`config.mk`:
```
export PLATFORM = sky130hd
export DESIGN_NAME = oob_thermal_rtc_responder
export DESIGN_NICKNAME = d
export VERILOG_FILES = /design/src/rtl/oob_resp_pkg.sv /design/src/rtl/oob_snapshot.sv /design/src/rtl/oob_req_decode.sv /design/src/rtl/oob_tx_seq.sv /design/src/rtl/oob_thermal_rtc_responder.sv
export SDC_FILE = /design/constraint.sdc
export NUM_CORES = 1
export LEC_CHECK = 0
export ABC_AREA = 1
export BUFFER_PORTS_ARGS = -buffer_cell sky130_fd_sc_hd__buf_2
export CELL_PAD_IN_SITES_DETAIL_PLACEMENT = 0
export CELL_PAD_IN_SITES_GLOBAL_PLACEMENT = 2
export CORE_AREA = 2 2 118 143
export CTS_CLUSTER_DIAMETER = 120
export DETAILED_ROUTE_END_ITERATION = 10
export DIE_AREA = 0 0 120 145
export PLACE_DENSITY_LB_ADDON = 0.1
export SLEW_MARGIN = 5
export SYNTH_ARGS = -nofsm -noshare
export SYNTH_HDL_FRONTEND = slang
export SYNTH_SLANG_ARGS = --single-unit
```
`constraint.sdc`:
```
create_clock -name clk -period 2.21 [get_ports clk]
set_clock_uncertainty 0.15 [all_clocks]
set_input_delay 0.3315 -clock clk [delete_from_list [all_inputs] [get_ports clk]]
set_output_delay 0.3315 -clock clk [all_outputs]
set_load 0.05 [all_outputs]
```
`src/rtl/oob_resp_pkg.sv`:
```
package oob_resp_pkg;

  localparam int RTC_BYTES = 7;
  localparam int RTC_W     = RTC_BYTES * 8;
  localparam int IDX_W     = 4;

  typedef enum logic [0:0] {KIND_TEMP = 1'b0, KIND_RTC = 1'b1} pkt_kind_e;

  // Flag byte: bit2 daylight saving applied, bit1 24-hour, bit0 binary
  function automatic logic [7:0] flag_byte(input logic dst, input logic h24, input logic bin);
    return {5'b00000, dst, h24, bin};
  endfunction

  function automatic logic [IDX_W-1:0] payload_len(input pkt_kind_e kind);
    return (kind == KIND_RTC) ? IDX_W'(RTC_BYTES + 1) : IDX_W'(1);
  endfunction

  // Byte idx of a packet: 0 address, 1 count, then payload
  function automatic logic [7:0] pick_byte(input pkt_kind_e kind,
                                           input logic [IDX_W-1:0] idx,
                                           input logic [7:0] hdr_addr,
                                           input logic [7:0] temp,
                                           input logic [7:0] flags,
                                           input logic [RTC_W-1:0] rtc);
    logic [IDX_W-1:0] j;
    j = idx - IDX_W'(3);
    if (idx == '0)                  return hdr_addr;
    else if (idx == IDX_W'(1))      return {{(8-IDX_W){1'b0}}, payload_len(kind)};
    else if (kind == KIND_TEMP)     return temp;
    else if (idx == IDX_W'(2))      return flags;
    else if (j < IDX_W'(RTC_BYTES)) return rtc[j*8 +: 8];
    else                            return 8'h00;
  endfunction

endpackage

```
`src/rtl/oob_snapshot.sv`:
```
module oob_snapshot
  import oob_resp_pkg::*;
(
  input  logic             clk,
  input  logic             rst_n,
  input  logic             busy,
  input  logic             temp_tick,
  input  logic [7:0]       temp_in,
  input  logic             rtc_tick,
  input  logic [RTC_W-1:0] rtc_in,
  input  logic             rtc_dst,
  input  logic             rtc_h24,
  input  logic             rtc_bin,
  output logic [7:0]       temp_q,
  output logic [RTC_W-1:0] rtc_q,
  output logic [7:0]       flags_q
);
  logic temp_pend, rtc_pend;
  logic temp_load, rtc_load;

  assign temp_load = !busy && (temp_tick || temp_pend);
  assign rtc_load  = !busy && (rtc_tick  || rtc_pend);

  always_ff @(posedge clk) begin
    if (!rst_n) begin
      temp_q    <= '0;
      rtc_q     <= '0;
      flags_q   <= '0;
      temp_pend <= 1'b0;
      rtc_pend  <= 1'b0;
    end else begin
      if (temp_load) begin
        temp_q    <= temp_in;
        temp_pend <= 1'b0;
      end else if (busy && temp_tick) begin
        temp_pend <= 1'b1;
      end
      if (rtc_load) begin
        rtc_q    <= rtc_in;
        flags_q  <= flag_byte(rtc_dst, rtc_h24, rtc_bin);
        rtc_pend <= 1'b0;
      end else if (busy && rtc_tick) begin
        rtc_pend <= 1'b1;
      end
    end
  end

  assert_hold_rtc_R4: assert property (@(posedge clk) disable iff (!rst_n)
    busy |=> ($stable(rtc_q) && $stable(flags_q)));
  assert_hold_temp_R4: assert property (@(posedge clk) disable iff (!rst_n)
    busy |=> $stable(temp_q));
  assert_pending_R4: assert property (@(posedge clk) disable iff (!rst_n)
    (busy && rtc_tick) |=> rtc_pend);
  assert_flag_upper_R8: assert property (@(posedge clk) disable iff (!rst_n)
    flags_q[7:3] == 5'b00000);

endmodule

```
`src/rtl/oob_req_decode.sv`:
```
module oob_req_decode
  import oob_resp_pkg::*;
#(
  parameter logic [7:0] TEMP_ADDR = 8'h10,
  parameter logic [7:0] RTC_ADDR  = 8'h20,
  parameter int         DROP_W    = 8
) (
  input  logic              clk,
  input  logic              rst_n,
  input  logic              busy,
  input  logic              req_valid,
  input  logic [7:0]        req_addr,
  output logic              req_ready,
  output logic              start,
  output pkt_kind_e         start_kind,
  output logic [DROP_W-1:0] drop_count
);
  localparam logic [DROP_W-1:0] DROP_MAX = {DROP_W{1'b1}};

  logic req_fire, hit_temp, hit_rtc, bad_fire;

  assign req_ready  = !busy;
  assign req_fire   = req_valid && req_ready;
  assign hit_temp   = (req_addr == TEMP_ADDR);
  assign hit_rtc    = (req_addr == RTC_ADDR);
  assign start      = req_fire && (hit_temp || hit_rtc);
  assign start_kind = hit_rtc ? KIND_RTC : KIND_TEMP;
  assign bad_fire   = req_fire && !hit_temp && !hit_rtc;

  always_ff @(posedge clk) begin
    if (!rst_n)                              drop_count <= '0;
    else if (bad_fire && drop_count != DROP_MAX) drop_count <= drop_count + 1'b1;
  end

  assert_drop_inc_R9: assert property (@(posedge clk) disable iff (!rst_n)
    (bad_fire && drop_count != DROP_MAX) |=> drop_count == $past(drop_count) + 1'b1);
  assert_drop_sat_R9: assert property (@(posedge clk) disable iff (!rst_n)
    (drop_count == DROP_MAX) |=> drop_count == DROP_MAX);
  assert_no_start_busy_R5: assert property (@(posedge clk) disable iff (!rst_n)
    busy |-> !start);

endmodule

```
`src/rtl/oob_tx_seq.sv`:
```
module oob_tx_seq
  import oob_resp_pkg::*;
#(
  parameter logic [7:0] TEMP_ADDR = 8'h10,
  parameter logic [7:0] RTC_ADDR  = 8'h20
) (
  input  logic             clk,
  input  logic             rst_n,
  input  logic             start,
  input  pkt_kind_e        start_kind,
  input  logic [7:0]       temp_q,
  input  logic [7:0]       flags_q,
  input  logic [RTC_W-1:0] rtc_q,
  input  logic             tx_ready,
  output logic             busy,
  output logic             tx_valid,
  output logic [7:0]       tx_data,
  output logic             tx_last
);
  pkt_kind_e        kind;
  logic [IDX_W-1:0] idx;
  logic [7:0]       hdr_addr;
  logic             beat;

  assign hdr_addr = (kind == KIND_RTC) ? RTC_ADDR : TEMP_ADDR;
  assign tx_valid = busy;
  assign tx_last  = busy && (idx == payload_len(kind) + IDX_W'(1));
  assign tx_data  = busy ? pick_byte(kind, idx, hdr_addr, temp_q, flags_q, rtc_q) : 8'h00;
  assign beat     = tx_valid && tx_ready;

  always_ff @(posedge clk) begin
    if (!rst_n) begin
      busy <= 1'b0;
      kind <= KIND_TEMP;
      idx  <= '0;
    end else if (!busy) begin
      if (start) begin
        busy <= 1'b1;
        kind <= start_kind;
        idx  <= '0;
      end
    end else if (beat) begin
      if (tx_last) busy <= 1'b0;
      else         idx  <= idx + 1'b1;
    end
  end

  assert_start_R5: assert property (@(posedge clk) disable iff (!rst_n)
    (start && !busy) |=> (tx_valid && tx_data == hdr_addr));
  assert_stall_R10: assert property (@(posedge clk) disable iff (!rst_n)
    (tx_valid && !tx_ready) |=> (tx_valid && $stable(tx_data)));
  assert_last_valid_R10: assert property (@(posedge clk) disable iff (!rst_n)
    tx_last |-> tx_valid);
  assert_end_R10: assert property (@(posedge clk) disable iff (!rst_n)
    (tx_last && tx_ready) |=> !tx_valid);

endmodule

```
`src/rtl/oob_thermal_rtc_responder.sv`:
```
module oob_thermal_rtc_responder
  import oob_resp_pkg::*;
#(
  parameter logic [7:0] TEMP_ADDR = 8'h10,
  parameter logic [7:0] RTC_ADDR  = 8'h20,
  parameter int         DROP_W    = 8
) (
  input  logic              clk,
  input  logic              rst_n,
  input  logic              temp_tick,
  input  logic [7:0]        temp_in,
  input  logic              rtc_tick,
  input  logic [55:0]       rtc_in,
  input  logic              rtc_dst,
  input  logic              rtc_h24,
  input  logic              rtc_bin,
  input  logic              req_valid,
  input  logic [7:0]        req_addr,
  output logic              req_ready,
  output logic              tx_valid,
  output logic [7:0]        tx_data,
  output logic              tx_last,
  input  logic              tx_ready,
  output logic [DROP_W-1:0] drop_count
);
  logic             busy, start;
  pkt_kind_e        start_kind;
  logic [7:0]       temp_q, flags_q;
  logic [RTC_W-1:0] rtc_q;

  oob_snapshot u_snap (
    .clk(clk), .rst_n(rst_n), .busy(busy),
    .temp_tick(temp_tick), .temp_in(temp_in),
    .rtc_tick(rtc_tick), .rtc_in(rtc_in),
    .rtc_dst(rtc_dst), .rtc_h24(rtc_h24), .rtc_bin(rtc_bin),
    .temp_q(temp_q), .rtc_q(rtc_q), .flags_q(flags_q)
  );

  oob_req_decode #(.TEMP_ADDR(TEMP_ADDR), .RTC_ADDR(RTC_ADDR), .DROP_W(DROP_W)) u_dec (
    .clk(clk), .rst_n(rst_n), .busy(busy),
    .req_valid(req_valid), .req_addr(req_addr), .req_ready(req_ready),
    .start(start), .start_kind(start_kind), .drop_count(drop_count)
  );

  oob_tx_seq #(.TEMP_ADDR(TEMP_ADDR), .RTC_ADDR(RTC_ADDR)) u_tx (
    .clk(clk), .rst_n(rst_n), .start(start), .start_kind(start_kind),
    .temp_q(temp_q), .flags_q(flags_q), .rtc_q(rtc_q), .tx_ready(tx_ready),
    .busy(busy), .tx_valid(tx_valid), .tx_data(tx_data), .tx_last(tx_last)
  );

  assert_ready_idle_R5: assert property (@(posedge clk) disable iff (!rst_n)
    req_ready != tx_valid);

endmodule

```
==> results of run 1 <==
==> sequential cells by signal (all words and copies together), names as in the netlist <==
name              cells
u_tx.busy             1
u_snap.temp_pend      1
u_dec.drop_count      8
u_tx.idx              4
u_tx.kind             1
u_snap.flags_q        3
u_snap.rtc_pend       1
u_snap.rtc_q         56
u_snap.temp_q         8
==> final cells by class <==
cell class,instances,area [um2],share of cell area (%)
Timing Repair Buffer,132,875,15.4
Multi-Input combinational cell,436,2370,41.8
Inverter,39,159,2.80
Clock inverter,5,83.8,1.48
Sequential cell,83,1670,29.4
Clock buffer,11,253,4.46
Tap cell,212,265,4.68
==> how the worst min path moves through the flow <==
stage	from	depth (start not counted)	endpoint	slack (ns)
2_1_floorplan	u_snap.temp_pend	2	u_snap.temp_pend	0.28
3_3_place_gp	u_snap.temp_pend	2	u_snap.temp_pend	0.29
3_5_place_dp	u_snap.temp_pend	2	u_snap.temp_pend	0.30
4_1_cts	rtc_in[30]	3	u_snap.rtc_q[30]	0.04
5_1_grt	rtc_in[17]	3	u_snap.rtc_q[17]	0.05
6_report	rtc_in[23]	3	u_snap.rtc_q[23]	0.05
==> layout by cell type, fill, tap and decap left out, drive strengths merged <==
cell type | synthesis | routed
a21oi | 43 | 43
o32ai | 1 | 1
inv | 38 | 39
clkinvlp | 0 | 2
or2 | 1 | 1
ha | 6 | 6
buf | 13 | 131
dfxtp | 83 | 83
clkbuf | 17 | 11
bufinv | 0 | 2
nand4 | 2 | 2
clkinv | 1 | 1
nand2 | 87 | 87
o211ai | 2 | 2
nor3 | 2 | 2
nand3 | 36 | 36
o21ai | 92 | 92
nor2 | 156 | 156
xor2 | 4 | 4
xnor2 | 2 | 2
bufbuf | 0 | 1
o221ai | 2 | 2
==> report_power, final <==
part / leakage (nW) / internal [mW] / total (mW) / switching (mW)
registers: 0.688 / 1.58 / 1.64 / 0.0539
clock network: 0.158 / 1.06 / 1.70 / 0.641
logic: 1.67 / 0.146 / 0.361 / 0.215
total: 2.52 / 2.79 / 3.69 / 0.909
==> per-layer routing <==
metal	up-vias	track usage [%]	part of all wire, %
met5	-	0	0
met4	0	6.76	2.4
met3	17	2.59	3.4
met2	81	25.6	48
met1	1833	20.2	47
li1	2135	-	-
==> logic make-up after synthesis <==
logic type / Yosys count
AO/OA/AOI/OAI: 140
XOR/XNOR: 6
adder cells (fa/ha/maj): 6
buffers and inverters: 69
flip-flops: 83
AND/OR/NAND/NOR: 284
==> worst max-delay path, cell delays in order, from the launching register on <==
cell and delay, ns:
dfxtp_4 0.38, inv_6 0.05, ha_4 0.35, buf_16 0.14, nand3_2 0.08, nand3_2 0.08
nor2_1 0.04, nor2_1 0.09, nand2_1 0.08, nand2_2 0.09, nand2_2 0.07, a21oi_4 0.15
buf_6 0.17
==> timing repair <==
action / 4_1_cts / 5_1_grt
pin swaps: 18 / 32
resized for setup: 56 / 25
cloned: 2 / 0
setup buffers: 1 / 3
setup endpoints to repair: 8 / 8
==> per-stage QoR <==
step                power, mW  cell area (um2)  util (%)  setup TNS [ns]  instances
floorplan                1.86             4190         -           -1.80        588
detailed placement       2.02             4980      31.1           -1.86        896
finish                   3.69             5670      35.4           -2.70        918
CTS                      3.74             5560      34.7           -3.14        915
global placement         2.02             4980      31.1           -1.89        896
global route             3.87             5670      35.4           -3.55        918
==> metrics.txt, run 1 <==
top-count cell post-synth=nor2_1; clock root buffer=clkbuf_16; Ports=100; syn avg cell area=between 6 and 7 um2; Clock Sinks=slightly above 80; post-synthesis adder-cell area fraction=under 10%; yosys warns=0; part of the Yosys area used for sequential elements=roughly two fifths; reg2reg setup slack=roughly 0.6 ns; Post-Syn Instances=about 600; fmax=0.386 GHz; syn nets=between 600 and 700; ys flop type=dfxtp_1; RR Endpoint=u_dec.drop_count[7]; clk slew on worst S/H paths=around 0.06 ns; final RePlAce weighted congestion=0.775; Synth top area share=slightly above 40%; DP Wirelength=9880 um; RSZ-0062 raised after global routing=true; asr flop ratio synth=0%; worst slack, placed=-0.302 ns; XOR/XNOR share of the synthesized area=under 10%; Synth Cell Area=between 4000 and 5000 um2; Critical Path Source Type=flop; CTS max path bufs=2; die area=~17000 um2; peak supply drop=between 0.3 and 0.4 mV; min Tclk post-route=~2.6 ns; crit path kind=flop to output port; area grow syn2layout=39.0%; Leakage=~2.5 nW; post-route setup slack=-0.380 ns; die height=~150 um; fillers=~1800; largest net degree at the start of global routing=45; Worst setup EP type=output port; GRT Residual Overflow=0; Distinct cells, synth=32; WL per Instance=14.5 um; CTS tree=built; endpoints failing hold=0; first-pass detailed-route iteration total=4; Worst-Margin Slew=0.522 ns; Detailed Route Iter0 Violations=between 100 and 150; initial antenna violation count=0; Die W=roughly 120 um; WL final=between 10000 and 15000 um; post-synthesis compound-gate area fraction=between 10% and 20%; MaxCap Viol Count=0; DRC=0; combinational family with the most area after synthesis=simple AND/OR/NAND/NOR gates; WHS=between 0.05 and 0.06 ns; status=finished with violations; layout cells sized above 1=between 30 and 40%; Setup crit start=u_tx.idx[0]; hold buffer count at cts=0; port bufs=around 100; #FFs+latches synth=83; worst r2r src=u_dec.drop_count[0]; pwr dens=about 650 nW/um2; mux contribution to synthesized area=0%; slew margin rel.=65.2%; Period Utilization, post-route=117%; vias in the first global route=4190; DR vias=~4100; Core ar.=16000 um2; # nets final=a little under 800; count of final max-slew check failures=0; # diodes=0; H-tree Lvls=3; Simple-Gate Fraction of Synth Area=30.2%; crit path max fanout=7; Synth area leaders=dfxtp_1 41%, nor2_1 14%, o21ai_0 11%; failing checks=setup timing; Commonest cells post-synth=151 x nor2_1, 90 x o21ai_0, 83 x dfxtp_1, 73 x nand2_1, 39 x a21oi_1; post-synth top area cell=dfxtp_1; Rows=51; via/cell ratio=between 4 and 5; Post-synth EDFFs=0; worst setup path endpoint=tx_data[3]; first-pass GRT wire length=between 20000 and 25000 um; Setup-failing EPs final=8; crit path DAT=between 2 and 2.5 ns; clock buffer count from CTS=9; cells on worst reg2reg path=7; Starting Density=between 20 and 30%; worst path required time=1.73 ns; GRT Util Overall=15.7%; worst skew pair latency=around 0.35 ns; Hold WC Path Type=input pin to flop; Routed Antenna Nets=0
Note: power is estimated with default switching activity, not from simulation.
==> run 2: changes to the inputs <==
--- a/config.mk
+++ b/config.mk
@@ -7,12 +7,12 @@
 export LEC_CHECK = 0
 export ABC_AREA = 1
 export BUFFER_PORTS_ARGS = -buffer_cell sky130_fd_sc_hd__buf_2
-export CELL_PAD_IN_SITES_DETAIL_PLACEMENT = 0
-export CELL_PAD_IN_SITES_GLOBAL_PLACEMENT = 2
-export CORE_AREA = 2 2 118 143
+export CELL_PAD_IN_SITES_DETAIL_PLACEMENT = 1
+export CELL_PAD_IN_SITES_GLOBAL_PLACEMENT = 1
+export CORE_AREA = 2 2 103 125
 export CTS_CLUSTER_DIAMETER = 120
 export DETAILED_ROUTE_END_ITERATION = 10
-export DIE_AREA = 0 0 120 145
+export DIE_AREA = 0 0 105 127
 export PLACE_DENSITY_LB_ADDON = 0.1
 export SLEW_MARGIN = 5
 export SYNTH_ARGS = -nofsm -noshare
==> run 2 against run 1 <==
Power decreased by 0.76%. Final cell count down 5.4%. Sequential power hardly changed. Clock power down 2%. The flow still finishes with violations (setup timing). Design area decreased by 1.2%. Core utilization grew 11 points. Combinational power grew 2%. Non-clock buffer count unchanged. Register-to-register slack got worse by 0.21 ns. Maximum frequency down 1.5%. Critical path depth is the same. Worst setup slack got worse by 0.039 ns.
==> metrics.txt, run 2 (same netlist as run 1, synthesis figures left out) <==
status=finished with violations; failing checks=setup timing; CP cell instances=inv_4 > ha_4 > buf_4 > nand3_1 > nand3_1 > nor2_1 > nor2_1 > nand2_1 > nand2_1 > nand2_2 > a21oi_4 > buf_6; via/cell ratio=4.91 (+11%); routed length on met1=5720 um (-7.7%); Worst-Margin Slew=0.671 ns (+0.149 ns); port bufs=99 (unchanged); Core ar.=12000 um2 (-25%); Clock Sinks=83 (unchanged); die height=127 um (-12%); Ports=100 (unchanged); largest registers=u_snap.rtc_q x56, u_dec.drop_count x8, u_snap.temp_q x8; Routed Antenna Nets=0 (unchanged); FF/Latch Area=1670 um2 (unchanged); clock buffer count from CTS=9 (unchanged); WHS=0.0629 ns (+0.00984 ns); Worst path depth=12 (unchanged); Hold WC Path Type=input pin to flop; Detailed Route Iter0 Violations=145 (+9.8%); largest net degree at the start of global routing=55 (+22%); CP max-delay cell=dfxtp_4; # nets final=789 (+0.13%); hold buffer count at cts=0 (unchanged); initial antenna violation count=0 (unchanged); WL final=13300 um (about the same); cell family with most CP delay=simple AND/OR/NAND/NOR gates; Leakage=2.49 nW (-0.88%); commonest non-fill, non-tap cell in the layout=nor2_1; H-tree Lvls=3 (unchanged); crit path kind=flop to output port; Hold Path Stages=3 (unchanged); DRC=0 (unchanged); DR vias=4259 (+4.7%); worst path required time=1.73 ns (about the same); MaxCap Viol Count=0 (unchanged); area grow syn2layout=37.3%; most frequent cells in the layout=148 x nor2_1, 90 x buf_2, 81 x dfxtp_1, 77 x o21ai_0, 56 x nand2_1; DP Wirelength=9550 um (-3.4%); Multi-input gate area=2370 um2 (-0.16%); Worst setup EP type=output port; vias in the first global route=4471 (+6.7%); max FFs per register=56 (unchanged); peak supply drop=0.295 mV (-6.4%); first-pass GRT wire length=21400 um (-0.19%); CTS max path bufs=2 (unchanged); worst slack, placed=-0.232 ns (+0.0695 ns); first-pass detailed-route iteration total=4 (unchanged); Setup-failing EPs final=8 (unchanged); layout cells sized above 1=32.8% (-1.0 points); count of final max-slew check failures=0 (unchanged); post-route cell area=5600 um2 (-1.2%); final RePlAce weighted congestion=0.860 (+11%); pwr dens=655 nW/um2 (+0.48%); clk slew on worst S/H paths=0.07 ns (about the same); Period Utilization, post-route=119% (+1.8 points); fillers=1552 (-14%); GRT Residual Overflow=0 (unchanged); uppermost routed layer=met4; GRT Util Overall=20.1% (+4.5 points); CTS tree=built; CP max stage delay=0.37 ns (about the same); DR WL met2=6900 um (+9.0%); setup_tns=-2.95 ns (-0.248 ns); crit path DAT=2.15 ns (+0.04 ns); fmax=0.380 GHz (-1.5%); Rows=44 (-14%); post-route setup slack=-0.419 ns (-0.0392 ns); Pwr Total=3.67 mW (-0.76%); slew margin rel.=55.2% (-9.9 points); # diodes=0 (unchanged); Starting Density=34.0% (+8.5 points); RSZ-0062 raised after global routing=true; clock root buffer=clkbuf_16; largest reg by FF count=u_snap.rtc_q; Critical Path Source Type=flop; min Tclk post-route=2.63 ns (+0.0392 ns); crit path max fanout=6 (-1); worst skew pair latency=0.34 ns (about the same); endpoints failing hold=0 (unchanged); Die W=105 um (-13%); cells on worst reg2reg path=6 (-1); WL per Instance=15.3 um (+5.7%); DR WL met3=352 um (-23%); dpl cell area=4940 um2 (-0.88%); die area=13300 um2 (-23%); worst path bufs/invs=3 (unchanged)
-- run 2: area by class of cell --
| class | instances | share of cell area [%] |
|---|---|---|
| inverters | 39 | 2.84 |
| clock buffers | 10 | 4.27 |
| well taps | 161 | 3.60 |
| flip-flops and latches | 83 | 29.8 |
| multi-input cells | 437 | 42.2 |
| clock inverters | 6 | 1.59 |
| repair buffers | 132 | 15.7 |
-- run 2: worst paths after layout --
check                endpoint  slack (ns)             start
max reg2reg  u_snap.rtc_q[55]        0.39         u_tx.busy
min reg2reg  u_snap.rtc_q[27]        0.31  u_snap.rtc_q[27]
max                tx_data[3]       -0.42       u_tx.idx[0]
min          u_snap.temp_q[2]        0.06        temp_in[2]
-- run 2: worst reg2reg max path, cell delays in order (launching register included) --
cell and delay [ns]:
dfxtp_1 0.32, buf_4 0.19, a21oi_4 0.05, inv_2 0.49, buf_4 0.35, nor2_1 0.08
nor2_1 0.11
-- run 2: where the power goes --
part	total, mW	leakage (nW)	internal [mW]	switching (mW)
sequential	1.64	0.688	1.58	0.0584
combinational	0.368	1.65	0.153	0.215
clock	1.66	0.155	1.02	0.636
total	3.67	2.49	2.76	0.909
-- run 2: timing repair --
item | in CTS | in global routing
hold endpoints to repair | 0 | 0
pin swaps | 12 | 16
gates cloned | 2 | 1
buffers inserted | 0 | 4
resized for setup | 39 | 46
endpoints found under the setup margin | 8 | 9
-- run 2: per-layer routing --
metal | vias up | track usage (%)
met5 | - | 0
met4 | 0 | 7.53
met3 | 23 | 3.21
met2 | 77 | 37.3
met1 | 2025 | 23.1
li1 | 2134 | -
-- run 2: metrics by stage --
| step | utilization, % | cells |
|---|---|---|
| floorplan | - | 588 |
| global placement | 41.2 | 846 |
| detailed placement | 41.2 | 846 |
| CTS | 45.1 | 864 |
| global route | 46.7 | 868 |
| finish | 46.7 | 868 |
